## src/rtl/rap_pkg.sv

```systemverilog
// Shared types and register codes for the random port decoder.
// Assumes: register codes are fixed behaviour; buffer count is two.
package rap_pkg;

    typedef enum logic [1:0] {
        MODE_IDLE  = 2'd0,
        MODE_ARRAY = 2'd1,
        MODE_CMD   = 2'd2,
        MODE_CLASH = 2'd3
    } rap_mode_e;

    localparam int unsigned REG_AW   = 3;
    localparam int unsigned NBUF     = 2;
    localparam logic [REG_AW-1:0] CODE_CTL  = 3'd5;
    localparam logic [REG_AW-1:0] CODE_FLAG = 3'd6;

endpackage

```

## src/rtl/rap_decode.sv

```systemverilog
// Mode decoder: classifies a cycle from the two active-low enables.
// Assumes: enables are stable for the cycle; a collision is a legal input
// that must be reported and made harmless.
module rap_decode
    import rap_pkg::*;
(
    input  logic      ce_n,
    input  logic      cmd_n,
    output rap_mode_e mode,
    output logic      conflict
);

    // Pick the target of the current cycle.
    always_comb begin
        unique case ({ce_n, cmd_n})
            2'b01:   mode = MODE_ARRAY;
            2'b10:   mode = MODE_CMD;
            2'b00:   mode = MODE_CLASH;
            default: mode = MODE_IDLE;
        endcase
    end

    // Collision flag for the outside world.
    assign conflict = (mode == MODE_CLASH);

endmodule

```

## src/rtl/rap_regfile.sv

```systemverilog
// Command register file: start/end pointers for each buffer, a control
// word and a read-only flag view. Writes are captured on the clock edge.
// Assumes: wr_en is already qualified by mode, direction and strobe.
module rap_regfile
    import rap_pkg::*;
#(
    parameter int unsigned PTR_W = 12,
    parameter int unsigned CTL_W = 13
)(
    input  logic                       clk,
    input  logic                       rst_n,
    input  logic                       wr_en,
    input  logic [REG_AW-1:0]          sel,
    input  logic [CTL_W-1:0]           wdata,
    input  logic [NBUF-1:0]            flag_i,
    output logic [NBUF-1:0][PTR_W-1:0] start_o,
    output logic [NBUF-1:0][PTR_W-1:0] end_o,
    output logic [CTL_W-1:0]           ctl_o,
    output logic [CTL_W-1:0]           rdata,
    output logic [NBUF-1:0]            flag_clr_o
);

    logic [NBUF-1:0][PTR_W-1:0] start_q;
    logic [NBUF-1:0][PTR_W-1:0] end_q;
    logic [CTL_W-1:0]           ctl_q;
    logic                       ctl_hit;

    assign ctl_hit = wr_en && (sel == CODE_CTL);

    for (genvar b = 0; b < NBUF; b++) begin : g_buf
        localparam logic [REG_AW-1:0] CODE_START = REG_AW'(2 * b);
        localparam logic [REG_AW-1:0] CODE_END   = REG_AW'(2 * b + 1);

        // Start pointer of buffer b.
        always_ff @(posedge clk) begin
            if (!rst_n)
                start_q[b] <= '0;
            else if (wr_en && sel == CODE_START)
                start_q[b] <= wdata[PTR_W-1:0];
        end

        // End pointer of buffer b.
        always_ff @(posedge clk) begin
            if (!rst_n)
                end_q[b] <= '0;
            else if (wr_en && sel == CODE_END)
                end_q[b] <= wdata[PTR_W-1:0];
        end

        // A zero in the matching control bit asks for a flag clear.
        assign flag_clr_o[b] = ctl_hit && !wdata[b];

        AST_START_HOLD: assert property (@(posedge clk) disable iff (!rst_n)
            !(wr_en && sel == CODE_START) |=> $stable(start_q[b]));
        AST_END_HOLD: assert property (@(posedge clk) disable iff (!rst_n)
            !(wr_en && sel == CODE_END) |=> $stable(end_q[b]));
    end

    // Control word.
    always_ff @(posedge clk) begin
        if (!rst_n)
            ctl_q <= '0;
        else if (ctl_hit)
            ctl_q <= wdata;
    end

    // Readback multiplexer; unmapped codes read as zero.
    always_comb begin
        rdata = '0;
        for (int b = 0; b < NBUF; b++) begin
            if (sel == REG_AW'(2 * b))     rdata = CTL_W'(start_q[b]);
            if (sel == REG_AW'(2 * b + 1)) rdata = CTL_W'(end_q[b]);
        end
        if (sel == CODE_CTL)  rdata = ctl_q;
        if (sel == CODE_FLAG) rdata = CTL_W'(flag_i);
    end

    assign start_o = start_q;
    assign end_o   = end_q;
    assign ctl_o   = ctl_q;

    AST_CTL_HOLD: assert property (@(posedge clk) disable iff (!rst_n)
        !ctl_hit |=> $stable(ctl_q));

endmodule

```

## src/rtl/rap_lane.sv

```systemverilog
// One byte lane: write enable toward the array and output drive for reads.
// Assumes: register reads ignore the lane enable and drive the whole lane.
module rap_lane #(
    parameter int unsigned LANE_W = 8
)(
    input  logic              clk,
    input  logic              rst_n,
    input  logic              lane_en_n,
    input  logic              arr_sel,
    input  logic              cmd_sel,
    input  logic              wr_stb,
    input  logic              rw,
    input  logic              oe_n,
    input  logic [LANE_W-1:0] arr_rd,
    input  logic [LANE_W-1:0] cmd_rd,
    output logic              we,
    output logic [LANE_W-1:0] dout,
    output logic [LANE_W-1:0] dout_en
);

    logic drive;

    // Array write for this lane.
    assign we = wr_stb && arr_sel && !rw && !lane_en_n;

    // Output drive: reads only, with output enable asserted.
    assign drive = !oe_n && rw && (cmd_sel || (arr_sel && !lane_en_n));

    // Data selection, zero when not driven.
    always_comb begin
        if (!drive)       dout = '0;
        else if (cmd_sel) dout = cmd_rd;
        else              dout = arr_rd;
    end

    assign dout_en = {LANE_W{drive}};

    AST_LANE_WE_EN: assert property (@(posedge clk) disable iff (!rst_n)
        we |-> (!lane_en_n && dout_en == '0));
    AST_LANE_QUIET: assert property (@(posedge clk) disable iff (!rst_n)
        (dout_en == '0) |-> (dout == '0));

endmodule

```

## src/rtl/rap_port.sv

```systemverilog
// Random-access port: decodes array versus command cycles, splits byte
// lanes, hosts the command register file and gates the outputs.
// Assumes: the array captures on the same clock edge when arr_we_o is high.
module rap_port
    import rap_pkg::*;
#(
    parameter int unsigned ADDR_W = 12,
    parameter int unsigned DATA_W = 16,
    parameter int unsigned LANE_W = 8,
    parameter int unsigned CTL_W  = 13
)(
    input  logic              clk,
    input  logic              rst_n,
    input  logic              wr_stb,
    input  logic              ce_n,
    input  logic              cmd_n,
    input  logic              rw,
    input  logic              oe_n,
    input  logic              lb_n,
    input  logic              ub_n,
    input  logic [ADDR_W-1:0] addr,
    input  logic [DATA_W-1:0] din,
    output logic [DATA_W-1:0] dout,
    output logic [DATA_W-1:0] dout_en,
    output logic              conflict_o,
    output logic [ADDR_W-1:0] arr_addr_o,
    output logic [DATA_W-1:0] arr_wdata_o,
    output logic [1:0]        arr_we_o,
    input  logic [DATA_W-1:0] arr_rdata_i,
    output logic [ADDR_W-1:0] start1_o,
    output logic [ADDR_W-1:0] end1_o,
    output logic [ADDR_W-1:0] start2_o,
    output logic [ADDR_W-1:0] end2_o,
    output logic [CTL_W-1:0]  ctl_o,
    output logic [1:0]        flag_clr_o,
    input  logic [1:0]        flag_i
);

    localparam int unsigned NLANE = DATA_W / LANE_W;

    rap_mode_e                   mode;
    logic                        arr_sel;
    logic                        cmd_sel;
    logic                        reg_wr;
    logic [CTL_W-1:0]            reg_rd;
    logic [DATA_W-1:0]           reg_rd_ext;
    logic [NLANE-1:0]            lane_en_n;
    logic [NBUF-1:0][ADDR_W-1:0] start_w;
    logic [NBUF-1:0][ADDR_W-1:0] end_w;

    rap_decode u_decode (
        .ce_n     (ce_n),
        .cmd_n    (cmd_n),
        .mode     (mode),
        .conflict (conflict_o)
    );

    assign arr_sel = (mode == MODE_ARRAY);
    assign cmd_sel = (mode == MODE_CMD);

    // Register write is a command cycle with write direction and strobe.
    assign reg_wr = cmd_sel && !rw && wr_stb;

    rap_regfile #(
        .PTR_W (ADDR_W),
        .CTL_W (CTL_W)
    ) u_regs (
        .clk        (clk),
        .rst_n      (rst_n),
        .wr_en      (reg_wr),
        .sel        (addr[REG_AW-1:0]),
        .wdata      (din[CTL_W-1:0]),
        .flag_i     (flag_i),
        .start_o    (start_w),
        .end_o      (end_w),
        .ctl_o      (ctl_o),
        .rdata      (reg_rd),
        .flag_clr_o (flag_clr_o)
    );

    assign reg_rd_ext = DATA_W'(reg_rd);
    assign lane_en_n  = {ub_n, lb_n};

    for (genvar l = 0; l < NLANE; l++) begin : g_lane
        rap_lane #(.LANE_W(LANE_W)) u_lane (
            .clk       (clk),
            .rst_n     (rst_n),
            .lane_en_n (lane_en_n[l]),
            .arr_sel   (arr_sel),
            .cmd_sel   (cmd_sel),
            .wr_stb    (wr_stb),
            .rw        (rw),
            .oe_n      (oe_n),
            .arr_rd    (arr_rdata_i[l*LANE_W +: LANE_W]),
            .cmd_rd    (reg_rd_ext[l*LANE_W +: LANE_W]),
            .we        (arr_we_o[l]),
            .dout      (dout[l*LANE_W +: LANE_W]),
            .dout_en   (dout_en[l*LANE_W +: LANE_W])
        );
    end

    // Array address and data pass straight through.
    assign arr_addr_o  = addr;
    assign arr_wdata_o = din;

    assign start1_o = start_w[0];
    assign end1_o   = end_w[0];
    assign start2_o = start_w[1];
    assign end2_o   = end_w[1];

    AST_CLASH_SAFE: assert property (@(posedge clk) disable iff (!rst_n)
        conflict_o |-> (arr_we_o == '0 && flag_clr_o == '0 && dout_en == '0));
    AST_NO_DRIVE_WR: assert property (@(posedge clk) disable iff (!rst_n)
        (!rw || oe_n) |-> (dout_en == '0));
    AST_IDLE_QUIET: assert property (@(posedge clk) disable iff (!rst_n)
        (ce_n && cmd_n) |-> (dout_en == '0 && arr_we_o == '0));
    AST_CLR_CMD_ONLY: assert property (@(posedge clk) disable iff (!rst_n)
        (flag_clr_o != '0) |-> (!cmd_n && ce_n && !rw && wr_stb));
    AST_REG_NO_LANES: assert property (@(posedge clk) disable iff (!rst_n)
        (cmd_sel && rw && !oe_n) |-> (dout_en == '1 && arr_we_o == '0));

endmodule

```

## config.mk

```make
export PLATFORM = sky130hd
export DESIGN_NAME = rap_port
export DESIGN_NICKNAME = d
export VERILOG_FILES = /design/src/rtl/rap_pkg.sv /design/src/rtl/rap_decode.sv /design/src/rtl/rap_regfile.sv /design/src/rtl/rap_lane.sv /design/src/rtl/rap_port.sv
export SDC_FILE = /design/constraint.sdc
export NUM_CORES = 1
export LEC_CHECK = 0
export BUFFER_PORTS_ARGS = -buffer_cell sky130_fd_sc_hd__buf_4
export CAP_MARGIN = 20
export CORE_MARGIN = 3
export CORE_UTILIZATION = 47
export CTS_BUF_LIST = sky130_fd_sc_hd__clkbuf_4
export CTS_CLUSTER_SIZE = 30
export DETAILED_ROUTE_END_ITERATION = 8
export HOLD_SLACK_MARGIN = 0.1
export PLACE_DENSITY = 0.82
export SLEW_MARGIN = 20
export SYNTH_ARGS = -nofsm -noshare
export SYNTH_HDL_FRONTEND = slang
export SYNTH_SLANG_ARGS = --single-unit
```

## constraint.sdc

```tcl
create_clock -name clk -period 1.7 [get_ports clk]
set_input_delay 0.255 -clock clk [delete_from_list [all_inputs] [get_ports clk]]
set_output_delay 0.255 -clock clk [all_outputs]
set_load 0.03 [all_outputs]
```

**After elaboration in Yosys (flattened, before gate mapping)**

Cells that the tools add are included.

- Input port bits: 55
- Logic and storage cells: 54
- Flip-flop bits (word level): 61
- Output and inout port bits: 126

- Muxes and demuxes: 11
- Reduce and logical (&&, ||, !) cells: 28
- Equality and inequality tests: 10

Operator list:

| cell | number |
|---|---|
| $mux 12 | 4 |
| $mux 8 | 4 |
| $mux 13 | 2 |
| $logic_and 1x1->1 | 18 |
| $eq 2x2->1 const B | 3 |
| $eq 3x2->1 const B | 2 |
| $eq 3x3->1 const B | 2 |
| $logic_not 1->1 | 6 |
| $pmux 2 s3 | 1 |
| $eq 2x1->1 const B | 2 |
| $eq 3x1->1 const B | 1 |
| $logic_not 3->1 | 1 |
| $logic_not 2->1 | 1 |
| $logic_or 1x1->1 | 2 |

**Logic depth before layout (Yosys ltp)**

Gate-level depths: netlist (run 1).

- Word-level depth: 9
- Depth in mapped cells: 6
- Mapped depth without buffers: 3

**Cells and area by module**

From an unflattened synthesis (run 1), not the netlist that was laid out.

- Cells, all modules: 453
- Area, all modules: 3687.3 µm²

By module, submodules not included:

| module | sequential area each (µm²) | times used | area each (µm²) | cells each |
|---|---|---|---|---|
| rap_regfile | 1221.2 | 1 | 2937.8 | 354 |
| rap_lane | 0.0 | 2 | 249.0 | 32 |
| rap_port | 0.0 | 1 | 240.2 | 32 |
| rap_decode | 0.0 | 1 | 11.3 | 3 |

**Worst setup path before layout (run 1)**

OpenSTA, ideal clock, no wires.

- Kind: input to output
- From: in addr[2]
- To: out flag_clr_o[0]
- Required time: 1.445 ns
- Stages on the path: 4
- Path slack: -0.364 ns
- Buffers on the path: 2
- Data arrival time: 1.809 ns
- Cells stage by stage: clkbuf_2 -> nand3b_1 -> clkbuf_1 -> nor4_1

- Cells in the longest elaborated chain, start to end: 3

Ends and longest elaborated chain:

| element | line | source |
|---|---|---|
| from (decl) | rap_port.sv:21 | `input logic [ADDR_W-1:0] addr,` |
| $eq 3x3->1 | rap_regfile.sv:28 | `assign ctl_hit = wr_en && (sel == CODE_CTL);` |
| $logic_and 1x1->1 | rap_regfile.sv:28 |  |
| $logic_and 1x1->1 | rap_regfile.sv:51 | `assign flag_clr_o[b] = ctl_hit && !wdata[b];` |
| to (decl) | rap_port.sv:35 | `output logic [1:0] flag_clr_o,` |

Every way passes these cells.

**Worst setup path in the final report (run 1)**

- From: reg u_regs.end_q (netlist bit u_regs.end_o[13])
- To: out dout[1]

- Cells in the longest elaborated chain, start to end: 5

Ends and longest elaborated chain:

| element | line | source |
|---|---|---|
| from (decl) | rap_regfile.sv:24 | `logic [NBUF-1:0][PTR_W-1:0] end_q;` |
| from (signal, indexed assignment) | rap_regfile.sv:47 | `end_q[b] <= wdata[PTR_W-1:0];` |
| $mux 12 | rap_regfile.sv:72 | `if (sel == REG_AW'(2 * b + 1)) rdata = CTL_W'(end_q[b]);` |
| $mux 13 | rap_regfile.sv:74 | `if (sel == CODE_CTL) rdata = ctl_q;` |
| $mux 13 | rap_regfile.sv:75 | `if (sel == CODE_FLAG) rdata = CTL_W'(flag_i);` |
| $mux 8 | rap_lane.sv:32 | `else if (cmd_sel) dout = cmd_rd;` |
| $mux 8 | rap_lane.sv:31 | `if (!drive) dout = '0;` |
| to (decl) | rap_port.sv:23 | `output logic [DATA_W-1:0] dout,` |

Every way passes these cells.

==> impl_metrics.ini, run 1 <==
[route]
drtIter0Drc = 207
dr.pass1.iters = 5
dr_total_vias = 3579
drc = 0
wl_per_cell_um = 18.1
routed_wl_um = 11600
antenna_left = 0
vias_per_cell = 5.57

[placement]
place.gp.congestion = 0.841
dp_hpwl_um = 8530
placed_area_mm2 = 0.00474
port_buffers = 156

[sta]
slew-limit-headroom_pct = 65.3
rsz0062_at_grt = yes
setup_viol = 2
fin_ws_ns = -0.0155
hold_viol = 0
skew_ns = 0
worstMarginPinSlew_ns = 0.520
period_share_pct = 101
clock.fmax_mhz = 583
slew_viol_final = 0
min_period_ns = 1.72

[finish]
fillers = 546
multi_input_area_mm2 = 0.00203
final_nets = 594
design_area_mm2 = 0.00524
area_delta_synth_final_pct = 47.8
regArea_mm2 = 0.00126
drive_gt1_share_pct = 55.7
n_antenna_cell = 0

[synthesis]
yosys.area.top_type = dfxtp_1
yosysSeqAreaShare_pct = 34.5
synth-edff-count = 0
yosys-top-cells-area = dfxtp_1, mux2i_1, buf_4
netlist_area_mm2 = 0.00354
synthDistinctLibCells = 37
synthCells = 396
synthArstFlopShare_pct = 0
syn_nets = 451
postSynthAreaPerCell_um2 = 8.95
ys_ff_latch = 61
yosys.area.top_type_share_pct = 34.5
ys.flop_type = dfxtp_1
yosysWarnings = 0
synth.top_cells.by_count = nand2_1, mux2i_1, dfxtp_1
synth.most_common_cell = nand2_1

[clock_network]
clock_latency_ns = 0.38
cts_tree = yes
cts_buffers = 9
cts_sinks = 61
cts.reportedPaths.clkPinSlew_ns = 0.11
root_buffer = clkbuf_4
clockBufferDepth = 2
htree_levels = 3

[grt]
grt_usage_pct = 26.4
grt_pass1_vias = 3555
grt.overflow.total = 0
antenna_found_initial = 0
grt_max_degree = 51
grt_pass1_wl_um = 17900

[pwr]
p_leak_nw = 2.52
peakVddDrop_v = 0.000395
p_per_area_mw_per_mm2 = 603
fin_total_pwr_w = 0.00316

[worst_setup_path]
cp.required_ns = 1.44
end_kind = primary output
start_kind = register
worstPathArrival_ns = 1.46
worstSetupPathType = register to primary output
critical_path.max_fanout = 2

[outcome]
violations = setup timing
outcome = finished, violations left

[floorplan]
core_area_mm2 = 0.00729
io_pins = 181
fp.dieW_um = 92.8
fp.dieH_um = 92.8
num_rows = 31
start_util_pct = 48.6
die_area_mm2 = 0.00862

[worst_hold_path]
hp-class = primary input to register

[flow_run]
maxCapViolCount = 0
-- layer usage --
layer / global-route usage [%] / routed length (um)
met3: 5.44 / 958
met5: 0 / 0
met4: 10.9 / 234
met1: 31.8 / 4820
met2: 45.3 / 5630
-- path summary, 6_finish.rpt --
| check | startpoint | endpoint | slack, ns | cells past startpoint |
|---|---|---|---|---|
| worst min register to register | u_regs.start_o[5] | u_regs.start_o[5] | 0.47 | 2 |
| worst max register to register | u_regs.start_o[20] | u_regs.start_o[20] | 0.86 | 4 |
| worst min-delay path | din[12] | u_regs.ctl_o[12] | 0.12 | 3 |
| worst max-delay path | u_regs.end_o[13] | dout[1] | -0.02 | 4 |
-- worst max-delay path, stage by stage, from the launching register on --
cell,delay (ns)
dfxtp_2,0.35
mux2i_1,0.09
a2bb2oi_2,0.15
a211oi_2,0.27
buf_4,0.20
-- cells in the final DEF (no fill, tap or decap), types with 2 or more instances in the layout --
cell type,synthesis,routed
nor2b_1,13,10
nand3_1,11,11
buf_4,48,194
nor2b_2,0,3
nand4b_1,3,3
nand3b_1,2,2
nand2b_1,4,4
buf_12,0,4
nor4_2,0,2
a22oi_2,0,10
o221ai_1,10,10
nand2_1,74,74
and3b_1,3,3
clkbuf_4,0,11
mux2_2,12,5
dfxtp_1,61,30
a211oi_2,0,2
nor3b_2,2,3
bufinv_16,0,2
mux2_4,0,7
a32oi_2,0,10
dfxtp_2,0,31
buf_6,1,11
o211ai_1,10,10
clkinv_2,0,3
nor2_1,8,8
and3_1,4,4
mux2i_1,63,63
-- power breakdown --
group / switching (W) / internal [W]
Combinational: 0.000330 / 0.000229
Sequential: 0.00000467 / 0.00143
Clock: 0.000539 / 0.000624
Total: 0.000874 / 0.00229
-- state kept, by name, indices dropped and copies added, names as in the netlist --
signal / count
u_regs.end_o: 24
u_regs.start_o: 24
u_regs.ctl_o: 13
-- through the flow --
step	setup slack [ns]	instances	hold slack (ns)	util, %	setup TNS [ns]
2_1_floorplan	-0.0412	396	0.397	-	-0.0825
3_3_place_gp	0.0503	608	0.459	65.0	0
3_5_place_dp	-0.00114	608	0.470	65.0	-0.00114
4_1_cts	-0.0372	639	0.102	70.3	-0.0372
5_1_grt	-0.0688	643	0.128	71.8	-0.386
6_report	-0.0155	643	0.118	71.8	-0.0248
-- kinds of logic after synthesis --
logic type | Yosys count | share of synthesized area, %
and+or+nand+nor | 134 | 19.1
buffers and inverters | 78 | 13.9
muxes | 75 | 21.6
DFF | 61 | 34.5
AOI/OAI and AO/OA | 48 | 10.9
-- layout make-up --
class | instances | area share, %
repair buffers | 209 | 31.7
inverters | 1 | 0.0717
well taps | 99 | 2.36
clock inverters | 5 | 1.43
flip-flops and latches | 61 | 24.1
multi-input cells | 257 | 38.8
clock buffers | 11 | 1.58
-- timing repair --
item | in CTS | in global routing
hold buffers | 0 | 0
setup endpoints to repair | 12 | 20
setup buffers | 15 | 4
gates resized for setup | 38 | 25
pin swaps | 12 | 11
No activity file was read; power rests on OpenSTA's default activity.
==> inputs of run 2 (changes only) <==
- CORE_MARGIN: 3 -> 2
==> run 2 against run 1 <==
Routed wire length up 1.7%. Global-route usage up 1.5 points. Worst setup slack worse by 0.0020 ns. Clock skew stayed put. Total power fell by 11%. Critical path type unchanged. Die area down 4.3%. Largest cell class unchanged. The flow still finishes with violations (setup timing). Largest power group unchanged. Worst hold slack better by 0.098 ns. Sequential power hardly changed. Via count is 0.28% lower. Non-clock buffer count decreased by 3.
==> impl_metrics.ini, run 2 (same netlist as run 1, synthesis figures left out) <==
[outcome]
outcome = finished, violations left
violations = setup timing

[worst_hold_path]
hp-class = primary input to register

[route]
routed_wl_um = 11800
antenna_left = 0
dr.pass1.iters = 4
vias_per_cell = 5.59
drc = 0
drtIter0Drc = 159
dr_total_vias = 3569
wl_per_cell_um = 18.6

[finish]
mostFrequentLayoutCells = buf_4, nand2_1, mux2i_1
final_nets = 591
n_antenna_cell = 0
final_common_cell = buf_4
drive_gt1_share_pct = 57.5
area_delta_synth_final_pct = 47.4

[floorplan]
fp.dieW_um = 90.8
core_area_mm2 = 0.00729
die_area_mm2 = 0.00825
fp.dieH_um = 90.8
start_util_pct = 48.6
num_rows = 31
io_pins = 181

[grt]
grt.overflow.total = 0
grt_max_degree = 37
grt_pass1_wl_um = 18300
grt_pass1_vias = 3602
grt_usage_pct = 27.9
antenna_found_initial = 0

[clock_network]
cts_tree = yes
root_buffer = clkbuf_4
clockBufferDepth = 2
htree_levels = 3
cts_buffers = 9
cts_sinks = 61
cts.reportedPaths.clkPinSlew_ns = 0.11
clock_latency_ns = 0.40

[placement]
dp_hpwl_um = 8340
place.gp.congestion = 0.843
port_buffers = 156
place_ws_ns = 0.0116

[pwr]
p_per_area_mw_per_mm2 = 539
fin_total_pwr_w = 0.00282
peakVddDrop_v = 0.000374
p_leak_nw = 2.48

[sta]
fin_ws_ns = -0.0175
min_period_ns = 1.72
skew_ns = 0
period_share_pct = 101
slew_viol_final = 0
clock.fmax_mhz = 582
setup_viol = 2
hold_viol = 0
worstMarginPinSlew_ns = 0.310
rsz0062_at_grt = yes
slew-limit-headroom_pct = 79.2

[flow_run]
maxCapViolCount = 0

[worst_setup_path]
cp.required_ns = 1.44
worstSetupPathType = register to primary output
end_kind = primary output
worstPathArrival_ns = 1.46
critical_path.max_fanout = 2
start_kind = register
run 2: path summary, 6_finish.rpt:
check,endpoint,slack [ns],depth (start not counted),from
max,dout[0],-0.02,4,u_regs.end_o[12]
min,u_regs.end_o[14],0.22,3,din[2]
max reg2reg,u_regs.start_o[1],0.95,3,u_regs.start_o[1]
min reg2reg,u_regs.end_o[16],0.47,2,u_regs.end_o[16]
run 2: critical path, stage by stage (launching register included):
cell,delay (ns)
dfxtp_2,0.35
mux2i_1,0.06
o211a_1,0.25
a211oi_2,0.20
buf_4,0.19
run 2: cell type report:
type                       count  area [um^2]
tap                           99          124
clock buffer                  10         75.1
sequential                    61         1270
fill                         571         2070
timing repair buffer         206         1660
inverter                       1         3.75
clock inverter                 4         17.5
multi-input combinational    257         2070
run 2: metrics by stage:
stage	instance area (um^2)	TNS (ns)	util, %	hold slack [ns]	std cells
after detailed placement	4750	0	65.1	0.467	607
final	5220	-0.0320	71.6	0.216	638
after CTS	5030	-0.0253	68.9	0.197	630
after global placement	4750	0	65.1	0.458	607
after floorplan	3620	-0.0825	-	0.397	396
after global routing	5220	-0.532	71.6	0.202	638
run 2: layer usage:
metal | wire length, um | GRT usage [%]
met5 | 0 | 0
met4 | 248 | 11.1
met3 | 1090 | 6.01
met2 | 6020 | 48.8
met1 | 4490 | 33.1
run 2: timing repair:
action | 4_1_cts | 5_1_grt
endpoints found under the setup margin | 12 | 20
buffers inserted | 8 | 8
gates cloned | 0 | 0
gates resized for setup | 37 | 44
endpoints found under the hold margin | 1 | 0
hold buffers | 1 | 0
pin swaps | 13 | 14
run 2: power breakdown:
group          switching [W]  total [W]  internal, W  leakage (nW)
clock               0.000511   0.000798     0.000287        0.0570
combinational       0.000343   0.000580     0.000237          1.91
sequential        0.00000485    0.00144      0.00143         0.512
total               0.000859    0.00282      0.00196          2.48
==> inputs of run 3 (changes only) <==
- SETUP_SLACK_MARGIN: not set -> 0.1
==> run 3 against run 2 <==
The flow still finishes with violations (setup timing). Total power grew 7.2%. Sequential share of layout area is 1.1 points lower. Sequential power barely moved. Worst hold slack got worse by 0.099 ns. Critical path depth unchanged. Global-route usage up 1.4 points. Clock power up 22%. Via count is 3.3% higher. Non-clock buffer count rose by 16. Die area did not move. Largest cell class unchanged. Highest routed layer unchanged.
==> impl_metrics.ini, run 3 (same netlist as run 1, synthesis figures left out) <==
[finish]
final_common_cell = buf_4
n_antenna_cell = 0
drive_gt1_share_pct = 59.1
final_util_pct = 74.8
mostFrequentLayoutCells = buf_4, nand2_1, mux2i_1
area_delta_synth_final_pct = 53.9
final_nets = 607

[route]
drc = 0
wl_per_cell_um = 19.1
dr_total_vias = 3687
antenna_left = 0
vias_per_cell = 5.62
routed_wl_um = 12500
dr.pass1.iters = 4
drtIter0Drc = 263

[pwr]
clockPowerShare_pct = 32.2
pwr-share-comb_pct = 20.1
p_switching_w = 0.000885
seqPwrFrac_pct = 47.7
p_leak_nw = 2.61
p_per_area_mw_per_mm2 = 553
peakVddDrop_v = 0.000352
internal-power_w = 0.00213
netSwitchingFraction_pct = 29.3

[grt]
grt_usage_pct = 29.3
antenna_found_initial = 0
grt_pass1_vias = 3712
grt.overflow.total = 0
grt_pass1_wl_um = 19200
grt_max_degree = 49

[worst_hold_path]
min_to = u_regs.ctl_o[12]
min_from = din[12]
min_path_cells = 3
hp-class = primary input to register

[placement]
dp_hpwl_um = 8620
place.gp.congestion = 0.859
port_buffers = 156
place_ws_ns = 0.0178

[sta]
clock.fmax_mhz = 575
finalSetupTns_ns = -0.0384
slew-limit-headroom_pct = 66.6
period_share_pct = 102
hold_viol = 0
slew_viol_final = 0
rsz0062_at_grt = yes
worstMarginPinSlew_ns = 0.502
fin_ws_ns = -0.0384
min_period_ns = 1.74
skew_ns = 0
setup_viol = 1

[clock_network]
cts_tree = yes
clockBufferDepth = 2
cts_sinks = 61
htree_levels = 3
cts_buffers = 9
cts.reportedPaths.clkPinSlew_ns = 0.10
clock_latency_ns = 0.40
root_buffer = clkbuf_4
hold_buffers = 0

[worst_setup_path]
path_buf_inv = 1
worstPathArrival_ns = 1.48
crit_family = compound AO/OA/AOI/OAI gates
max_stage_delay_ns = 0.35
start_kind = register
slowest_stage = dfxtp_2
critical_path.max_fanout = 2
end_kind = primary output
worstSetupPathType = register to primary output
r2r-start = u_regs.start_o[22]
r2r_end = u_regs.start_o[22]
reg2reg_depth = 3
cp_cell_sequence = mux2i_1 > o211a_1 > a211oi_2 > buf_4
cp.required_ns = 1.44
reg2reg_slack_ns = 0.92

[floorplan]
fp.dieW_um = 90.8
die_area_mm2 = 0.00825
fp.dieH_um = 90.8
core_area_mm2 = 0.00729
num_rows = 31
start_util_pct = 48.6
io_pins = 181

[outcome]
violations = setup timing
outcome = finished, violations left

[flow_run]
maxCapViolCount = 0
-- run 3: changes by cell type in the layout (fill, tap and decap cells not counted), sizes merged --
cell / previous run / this run
dlygate4sd3: 1 / 0
bufinv: 0 / 1
buf: 205 / 222
clkinvlp: 0 / 1
-- run 3: tightest hold or removal path: stages --
cell	delay [ns]
buf_4	0.11
nand2_1	0.05
mux2i_1	0.06
-- run 3: cell type report --
type                       instances  area [um^2]
multi-input combinational        257         2130
fill                             531         1840
sequential                        61         1260
clock buffer                      10         75.1
timing repair buffer             222         1800
clock inverter                     6         53.8
tap                               99          124
inverter                           1         3.75
-- run 3: worst max-delay path by stage --
| stage | start | to | slack (ns) | cells past startpoint |
|---|---|---|---|---|
| 3_5_place_dp | cmd_n | dout[10] | 0.02 | 6 |
| 6_report | u_regs.end_o[12] | dout[0] | -0.04 | 4 |
| 2_1_floorplan | addr[2] | flag_clr_o[0] | -0.007 | 4 |
| 5_1_grt | u_regs.ctl_o[0] | dout[0] | -0.10 | 4 |
| 4_1_cts | u_regs.end_o[12] | dout[0] | -0.02 | 4 |
| 3_3_place_gp | cmd_n | dout[2] | 0.03 | 6 |
-- run 3: timing repair --
item / 4_1_cts / 5_1_grt
buffers inserted: 25 / 3
setup endpoints to repair: 20 / 29
cloned: 0 / 1
pin swaps: 23 / 9
resized for setup: 76 / 22
-- run 3: power groups by stage --
| stage | Clock [W] | Combinational, W | Sequential [W] |
|---|---|---|---|
| after floorplan | 0 | 0.000362 | 0.00148 |
| after global placement | 0 | 0.000538 | 0.00147 |
| after detailed placement | 0 | 0.000546 | 0.00147 |
| after CTS | 0.000974 | 0.000579 | 0.00144 |
| after global routing | 0.00106 | 0.000636 | 0.00144 |
| final | 0.000972 | 0.000608 | 0.00144 |
-- run 3: stage by stage --
stage | std cells | area [um^2] | total power (W) | hold slack (ns)
after floorplan | 396 | 3630 | 0.00184 | 0.397
after CTS | 652 | 5340 | 0.00299 | 0.124
final | 656 | 5450 | 0.00302 | 0.118
after detailed placement | 611 | 4770 | 0.00202 | 0.468
after global placement | 611 | 4770 | 0.00201 | 0.459
after global routing | 656 | 5450 | 0.00314 | 0.133
-- run 3: per-layer routing --
metal  GRT usage [%]  up-vias  part of all wire (%)
li1                -     1680                     -
met1            33.5     1789                    38
met2            52.7      191                    52
met3            6.51       27                   7.8
met4            11.6        0                   2.2
met5               0        -                     0
